==> config.mk <==
export PLATFORM = sky130hd
export DESIGN_NAME = alu8_core
export DESIGN_NICKNAME = d
export VERILOG_FILES = /design/src/rtl/alu8_pkg.sv /design/src/rtl/alu8_addsub.sv /design/src/rtl/alu8_logic.sv /design/src/rtl/alu8_shift.sv /design/src/rtl/alu8_core.sv
export SDC_FILE = /design/constraint.sdc
export NUM_CORES = 1
export LEC_CHECK = 0
export ABC_AREA = 0
export CORE_ASPECT_RATIO = 1.75
export CORE_MARGIN = 5
export CORE_UTILIZATION = 35
export DETAILED_ROUTE_END_ITERATION = 8
export MAX_ROUTING_LAYER = met4
export PLACE_DENSITY = 0.66
export SYNTH_ARGS = -nofsm -noshare
export SYNTH_HDL_FRONTEND = slang
export SYNTH_SLANG_ARGS = --single-unit
==> constraint.sdc <==
create_clock -name vclk -period 4.5
set_input_delay 0.9 -clock vclk [all_inputs]
set_output_delay 0.9 -clock vclk [all_outputs]
set_load 0.005 [all_outputs]
==> src/rtl/alu8_pkg.sv <==
// Package: shared operation codes and widths for the accumulator ALU.
// Assumes: op code values are fixed by the instruction decoder upstream.
package alu8_pkg;

    localparam int OP_W = 4;

    typedef enum logic [OP_W-1:0] {
        OP_ADC = 4'd0,
        OP_SBC = 4'd1,
        OP_CMP = 4'd2,
        OP_AND = 4'd3,
        OP_ORA = 4'd4,
        OP_EOR = 4'd5,
        OP_BIT = 4'd6,
        OP_INC = 4'd7,
        OP_DEC = 4'd8,
        OP_ASL = 4'd9,
        OP_LSR = 4'd10,
        OP_ROL = 4'd11,
        OP_ROR = 4'd12
    } alu8_op_e;

    typedef enum logic [1:0] {
        LG_AND = 2'd0,
        LG_OR  = 2'd1,
        LG_XOR = 2'd2
    } alu8_lg_e;

    // flag order in packed vectors: {N, V, Z, C}
    localparam int FLAG_CNT = 4;
    localparam int FN = 3;
    localparam int FV = 2;
    localparam int FZ = 1;
    localparam int FC = 0;

endpackage

==> src/rtl/alu8_addsub.sv <==
// Module: binary adder with carry in/out and signed overflow.
// Assumes: the caller inverts operand b for subtraction and selects carry in.
module alu8_addsub #(
    parameter int WIDTH = 8
) (
    input  logic [WIDTH-1:0] add_a,
    input  logic [WIDTH-1:0] add_b,
    input  logic             add_cin,
    output logic [WIDTH-1:0] add_sum,
    output logic             add_cout,
    output logic             add_ovf
);
    localparam int MSB = WIDTH - 1;

    logic [WIDTH:0] wide_sum;

    // full-width sum including carry out
    always_comb begin
        wide_sum = {1'b0, add_a} + {1'b0, add_b} + {{WIDTH{1'b0}}, add_cin};
    end

    assign add_sum  = wide_sum[MSB:0];
    assign add_cout = wide_sum[WIDTH];

    // overflow: like-signed inputs produce a sign change
    always_comb begin
        add_ovf = (add_a[MSB] == add_b[MSB]) && (add_sum[MSB] != add_a[MSB]);
    end
endmodule

==> src/rtl/alu8_logic.sv <==
// Module: bitwise AND / OR / XOR of two operands.
// Assumes: bit test uses the AND selection.
module alu8_logic
    import alu8_pkg::*;
#(
    parameter int WIDTH = 8
) (
    input  logic [WIDTH-1:0] lg_a,
    input  logic [WIDTH-1:0] lg_b,
    input  alu8_lg_e         lg_sel,
    output logic [WIDTH-1:0] lg_out
);
    // select one bitwise function
    always_comb begin
        case (lg_sel)
            LG_AND:  lg_out = lg_a & lg_b;
            LG_OR:   lg_out = lg_a | lg_b;
            LG_XOR:  lg_out = lg_a ^ lg_b;
            default: lg_out = '0;
        endcase
    end
endmodule

==> src/rtl/alu8_shift.sv <==
// Module: one-bit shift or rotate through carry, left or right.
// Assumes: a non-rotating shift feeds zero into the vacated bit.
module alu8_shift #(
    parameter int WIDTH = 8
) (
    input  logic [WIDTH-1:0] sh_in,
    input  logic             sh_cin,
    input  logic             sh_left,
    input  logic             sh_rotate,
    output logic [WIDTH-1:0] sh_out,
    output logic             sh_cout
);
    localparam int MSB = WIDTH - 1;

    logic fill_bit;

    // bit entering the vacated position
    always_comb begin
        fill_bit = sh_rotate ? sh_cin : 1'b0;
    end

    // one-position move with the outgoing bit as carry
    always_comb begin
        if (sh_left) begin
            sh_out  = {sh_in[MSB-1:0], fill_bit};
            sh_cout = sh_in[MSB];
        end else begin
            sh_out  = {fill_bit, sh_in[MSB:1]};
            sh_cout = sh_in[0];
        end
    end
endmodule

==> src/rtl/alu8_core.sv <==
// Module: accumulator ALU top; decodes the op, steers operands to the
// adder, logic unit and shifter, and builds result, write strobe and
// masked N/V/Z/C flags with per-flag update enables.
// Assumes: pure combinational, binary only; the caller holds the flag
// register and loads a flag only when its update bit is high.
module alu8_core
    import alu8_pkg::*;
#(
    parameter int WIDTH = 8
) (
    input  logic [OP_W-1:0]  op_sel,
    input  logic [WIDTH-1:0] acc_in,
    input  logic [WIDTH-1:0] mem_in,
    input  logic             carry_in,
    output logic [WIDTH-1:0] result_out,
    output logic             result_we,
    output logic             flag_n,
    output logic             flag_v,
    output logic             flag_z,
    output logic             flag_c,
    output logic             upd_n,
    output logic             upd_v,
    output logic             upd_z,
    output logic             upd_c
);
    localparam int MSB = WIDTH - 1;

    alu8_op_e op;
    assign op = alu8_op_e'(op_sel);

    logic [WIDTH-1:0] add_a, add_b, add_sum;
    logic             add_cin, add_cout, add_ovf;
    alu8_lg_e         lg_sel;
    logic [WIDTH-1:0] lg_out;
    logic             sh_left, sh_rotate, sh_cout;
    logic [WIDTH-1:0] sh_out;

    logic [WIDTH-1:0]    res_raw;
    logic [WIDTH-1:0]    zn_src;
    logic                we_raw;
    logic                bit_mode;
    logic [FLAG_CNT-1:0] flag_raw;
    logic [FLAG_CNT-1:0] flag_mask;
    logic [FLAG_CNT-1:0] flag_final;

    // adder operand steering per operation
    always_comb begin
        add_a   = acc_in;
        add_b   = mem_in;
        add_cin = carry_in;
        case (op)
            OP_SBC: begin add_b = ~mem_in; add_cin = carry_in; end
            OP_CMP: begin add_b = ~mem_in; add_cin = 1'b1; end
            OP_INC: begin add_a = mem_in; add_b = '0; add_cin = 1'b1; end
            OP_DEC: begin add_a = mem_in; add_b = '1; add_cin = 1'b0; end
            default: ;
        endcase
    end

    alu8_addsub #(.WIDTH(WIDTH)) u_add (
        .add_a   (add_a),
        .add_b   (add_b),
        .add_cin (add_cin),
        .add_sum (add_sum),
        .add_cout(add_cout),
        .add_ovf (add_ovf)
    );

    // logic-unit function select
    always_comb begin
        case (op)
            OP_ORA:  lg_sel = LG_OR;
            OP_EOR:  lg_sel = LG_XOR;
            default: lg_sel = LG_AND;
        endcase
    end

    alu8_logic #(.WIDTH(WIDTH)) u_lg (
        .lg_a  (acc_in),
        .lg_b  (mem_in),
        .lg_sel(lg_sel),
        .lg_out(lg_out)
    );

    // shifter direction and rotate select
    always_comb begin
        sh_left   = (op == OP_ASL) || (op == OP_ROL);
        sh_rotate = (op == OP_ROL) || (op == OP_ROR);
    end

    alu8_shift #(.WIDTH(WIDTH)) u_sh (
        .sh_in    (mem_in),
        .sh_cin   (carry_in),
        .sh_left  (sh_left),
        .sh_rotate(sh_rotate),
        .sh_out   (sh_out),
        .sh_cout  (sh_cout)
    );

    // per-op result, write strobe, flag sources and update mask
    always_comb begin
        res_raw   = '0;
        zn_src    = '0;
        we_raw    = 1'b0;
        bit_mode  = 1'b0;
        flag_raw  = '0;
        flag_mask = '0;
        case (op)
            OP_ADC, OP_SBC: begin
                res_raw = add_sum; zn_src = add_sum; we_raw = 1'b1;
                flag_raw[FC] = add_cout; flag_raw[FV] = add_ovf;
                flag_mask = 4'b1111;
            end
            OP_CMP: begin
                zn_src = add_sum;
                flag_raw[FC] = add_cout;
                flag_mask = 4'b1011;
            end
            OP_AND, OP_ORA, OP_EOR: begin
                res_raw = lg_out; zn_src = lg_out; we_raw = 1'b1;
                flag_mask = 4'b1010;
            end
            OP_BIT: begin
                bit_mode = 1'b1; zn_src = lg_out;
                flag_raw[FV] = mem_in[MSB-1];
                flag_mask = 4'b1110;
            end
            OP_INC, OP_DEC: begin
                res_raw = add_sum; zn_src = add_sum; we_raw = 1'b1;
                flag_mask = 4'b1010;
            end
            OP_ASL, OP_LSR, OP_ROL, OP_ROR: begin
                res_raw = sh_out; zn_src = sh_out; we_raw = 1'b1;
                flag_raw[FC] = sh_cout;
                flag_mask = 4'b1011;
            end
            default: ;
        endcase
        flag_raw[FZ] = (zn_src == '0);
        flag_raw[FN] = bit_mode ? mem_in[MSB] : zn_src[MSB];
    end

    // gate each flag by its own update enable
    for (genvar gi = 0; gi < FLAG_CNT; gi++) begin : g_flag
        assign flag_final[gi] = flag_raw[gi] & flag_mask[gi];
    end

    assign result_out = res_raw;
    assign result_we  = we_raw;
    assign flag_n = flag_final[FN];
    assign flag_v = flag_final[FV];
    assign flag_z = flag_final[FZ];
    assign flag_c = flag_final[FC];
    assign upd_n  = flag_mask[FN];
    assign upd_v  = flag_mask[FV];
    assign upd_z  = flag_mask[FZ];
    assign upd_c  = flag_mask[FC];

    // guards on the decoded outputs
    always_comb begin
        if (op == OP_ADC && acc_in[MSB] == mem_in[MSB])
            a_r10_add_overflow: assert (flag_v == (result_out[MSB] != acc_in[MSB]))
                else $error("a_r10_add_overflow");
        if (op == OP_CMP)
            a_r3_cmp_no_write: assert (!result_we && !upd_v && upd_c && flag_z == (acc_in == mem_in))
                else $error("a_r3_cmp_no_write");
        if (op == OP_BIT)
            a_r4_bit_copy: assert (!result_we && flag_n == mem_in[MSB] && flag_v == mem_in[MSB-1] && !upd_c)
                else $error("a_r4_bit_copy");
        if (op == OP_INC || op == OP_DEC)
            a_r6_incdec_carry: assert (result_we && !upd_c && !upd_v)
                else $error("a_r6_incdec_carry");
        if (op == OP_LSR)
            a_r7_lsr_n_clear: assert (!flag_n && flag_c == mem_in[0])
                else $error("a_r7_lsr_n_clear");
        a_r12_flag_gated: assert (!(flag_n && !upd_n) && !(flag_v && !upd_v) &&
                                  !(flag_z && !upd_z) && !(flag_c && !upd_c))
            else $error("a_r12_flag_gated");
        a_r12_result_gated: assert (result_we || result_out == '0)
            else $error("a_r12_result_gated");
    end
endmodule

==> qor.yml <==
floorplanning:
  start_util: 0.364
  rows: 35
  die-width_um: 66.1
  core_um2: 5300
  die_area_um2: 7160
  pin_count: 38
  die_h_um: 108
power:
  p_per_area_nw_per_um2: 166
  p_leak_nw: 1.72
  vdd_drop_max_mv: 0.0925
critical_path:
  critPathTopFamily: "simple AND/OR/NAND/NOR gates"
  worstPathArrival_ns: 3.81
  cpMaxStageDelayCell: "or3_1"
  crit_path_cell_trace: "buf_8 -> buf_12 -> or3_1 -> a21oi_2 -> a21oi_1 -> o22ai_2 -> fa_2 -> buf_6 -> nor2b_4 -> o21ai_2 -> or3b_4 -> buf_6 -> o41ai_4 -> nor2_1 -> nor4b_4 -> buf_2"
  critPathBufInv: 5
  crit_type: "in -> out"
  cp.required_ns: 3.60
  crit_path_frequent_cell: "buf_6"
  start_kind: "input pin"
  critPathMaxStageDelay_ns: 0.42
  end_kind: "primary output"
  crit_path_max_fanout: 7
placed_design:
  portBuffers: 38
  placed_area_um2: 3090
  gp_congestion: 1.00
  hpwl_um: 6690
  dp.cells: 493
  place_ws_ns: -1.16
drt:
  vias: 3123
  drcViolationCount: 0
  antenna_left: 0
  drt_iter0_markers: 274
  viasPerCell: 6.08
  drt-total-wl_um: 10200
  drtPass1Iterations: 5
  wire_per_inst_um: 19.9
final_layout:
  fin_util: 0.679
  nFlopsAndLatches: 0
  nets: 488
  final_cells: 514
  drive_above_1_share: 0.441
  clock_buffers: 0
  num_antenna_cells: 0
  stdcell_area_um2: 3600
  seq_area_um2: 0
  syn2layout_area_growth_pct: 86.4
logic_synthesis:
  synth_nets: 350
  yosysMostFrequentCell: "nand2_1"
  syn_area_um2: 1930
  yosys_warnings: 0
  synth_largest_area_cell: "ha_1"
  netlist_instances: 304
  synthDistinctLibCells: 62
  syn-mean-instance-area_um2: 6.35
  synth_top_area_frac: 0.149
  ys_seq_area_frac: 0
  synthTopCellsByCount: "nand2_1 (36), nor2_1 (27), a21oi_1 (24), o21ai_0 (24)"
  synth.area.top_cells: "ha_1 (15%), nand2_1 (7.0%), a21oi_1 (6.2%)"
outcome:
  failed_checks: "setup timing"
  outcome: "finished, violations left"
global_routing:
  grt_max_degree: 17
  overflow: 0
  grt_most_used_layer: "met2"
  grt_pass1_vias: 2959
  grt_pass1_wl_um: 14200
  grt_usage: 0.258
  grt_use_met3: 0.0166
  grt.met1_usage: 0.263
  gr-usage-met2: 0.457
  antenna_found_initial: 0
hold_path:
  min_path_type: "in -> out"
  worstHoldStart: "op_sel[3]"
  holdPathStages: 4
  whs_endpoint: "result_out[7]"
job:
  maxCapViolations: 0
timing:
  timing.final.max_slew_violations: 0
  fin_crit_ns: 4.71
  period_share: 1.05
  max_freq_mhz: 212
  final_hold_viol_count: 0
  rsz0062_at_grt: "true"
  slew_headroom: 0.630
  setup_tns_ns: -0.829
  fin_ws_ns: -0.215
  finalSetupViolCount: 9
  tightest_slew_ns: 0.553
clocking:
  ctsHoldBuffers: 0
-- cell usage in the layout, fill, tap and decap left out, types with 3 or more instances in the layout --
cell and count:
nor2_4 4, xnor2_2 3, buf_12 3, nand3b_1 6, a21oi_2 7, ha_4 4
nand3_1 11, buf_6 11, o211ai_1 6, buf_2 10, a21oi_1 16, nor3_1 3
buf_4 103, nand2b_1 7, nand2_1 33, nand2_2 3, ha_1 19, inv_2 5
buf_8 3, o21ai_0 11, nor2_1 22, a31oi_1 4, a21o_1 3, a32o_1 4
or3_1 6, o21ai_1 12, inv_1 19, clkdlybuf4s50_1 18
-- logic make-up after synthesis --
| logic type | share of synthesized area |
|---|---|
| AO/OA/AOI/OAI | 0.335 |
| AND/OR/NAND/NOR | 0.331 |
| XOR/XNOR | 0.0402 |
| multiplexers | 0.0162 |
| adder cells (fa/ha/maj) | 0.175 |
| buffers and inverters | 0.103 |
-- final cells by class --
cell class | instances | area, µm²
fillers | 429 | 1700
inverters | 24 | 90.1
multi-input cells | 257 | 2040
well taps | 74 | 92.6
repair buffers | 159 | 1380
-- metrics by stage --
step / hold WS (ns) / power, W
global placement: 3.09 / 0.000438
CTS: 2.32 / 0.000498
detailed placement: 3.11 / 0.000443
finish: 2.32 / 0.000595
floorplan: 1.95 / 0.000206
global route: 2.33 / 0.000632
-- layer usage --
layer	wire, µm	up-vias
met5	0	-
met4	1010	0
met3	698	97
met2	5180	220
met1	3320	1420
li1	-	1386
-- worst min-delay path: stages --
cell      delay [ns]
clkbuf_4        0.16
o21ai_0         0.14
o221ai_1        0.10
buf_2           0.12
-- timing repair --
action | 4_1_cts | 5_1_grt
hold endpoints to repair | 0 | 0
resized for setup | 85 | 76
endpoints found under the setup margin | 12 | 11
pin swaps | 33 | 36
gates cloned | 2 | 1
setup buffers | 15 | 5
-- power breakdown --
group / switching (W) / internal, W
Sequential: 0 / 0
Combinational: 0.000281 / 0.000314
Clock: 0 / 0
-- worst max path at each step --
stage | startpoint | endpoint | slack, ns | cells past startpoint
2_1_floorplan | op_sel[1] | flag_z | -0.004 | 14
3_3_place_gp | op_sel[1] | flag_n | -1.14 | 15
3_5_place_dp | op_sel[3] | flag_n | -1.16 | 16
4_1_cts | op_sel[1] | flag_z | -0.20 | 16
5_1_grt | op_sel[1] | flag_n | -0.30 | 16
6_report | op_sel[1] | flag_z | -0.21 | 16
(Power assumes the default switching activity.)
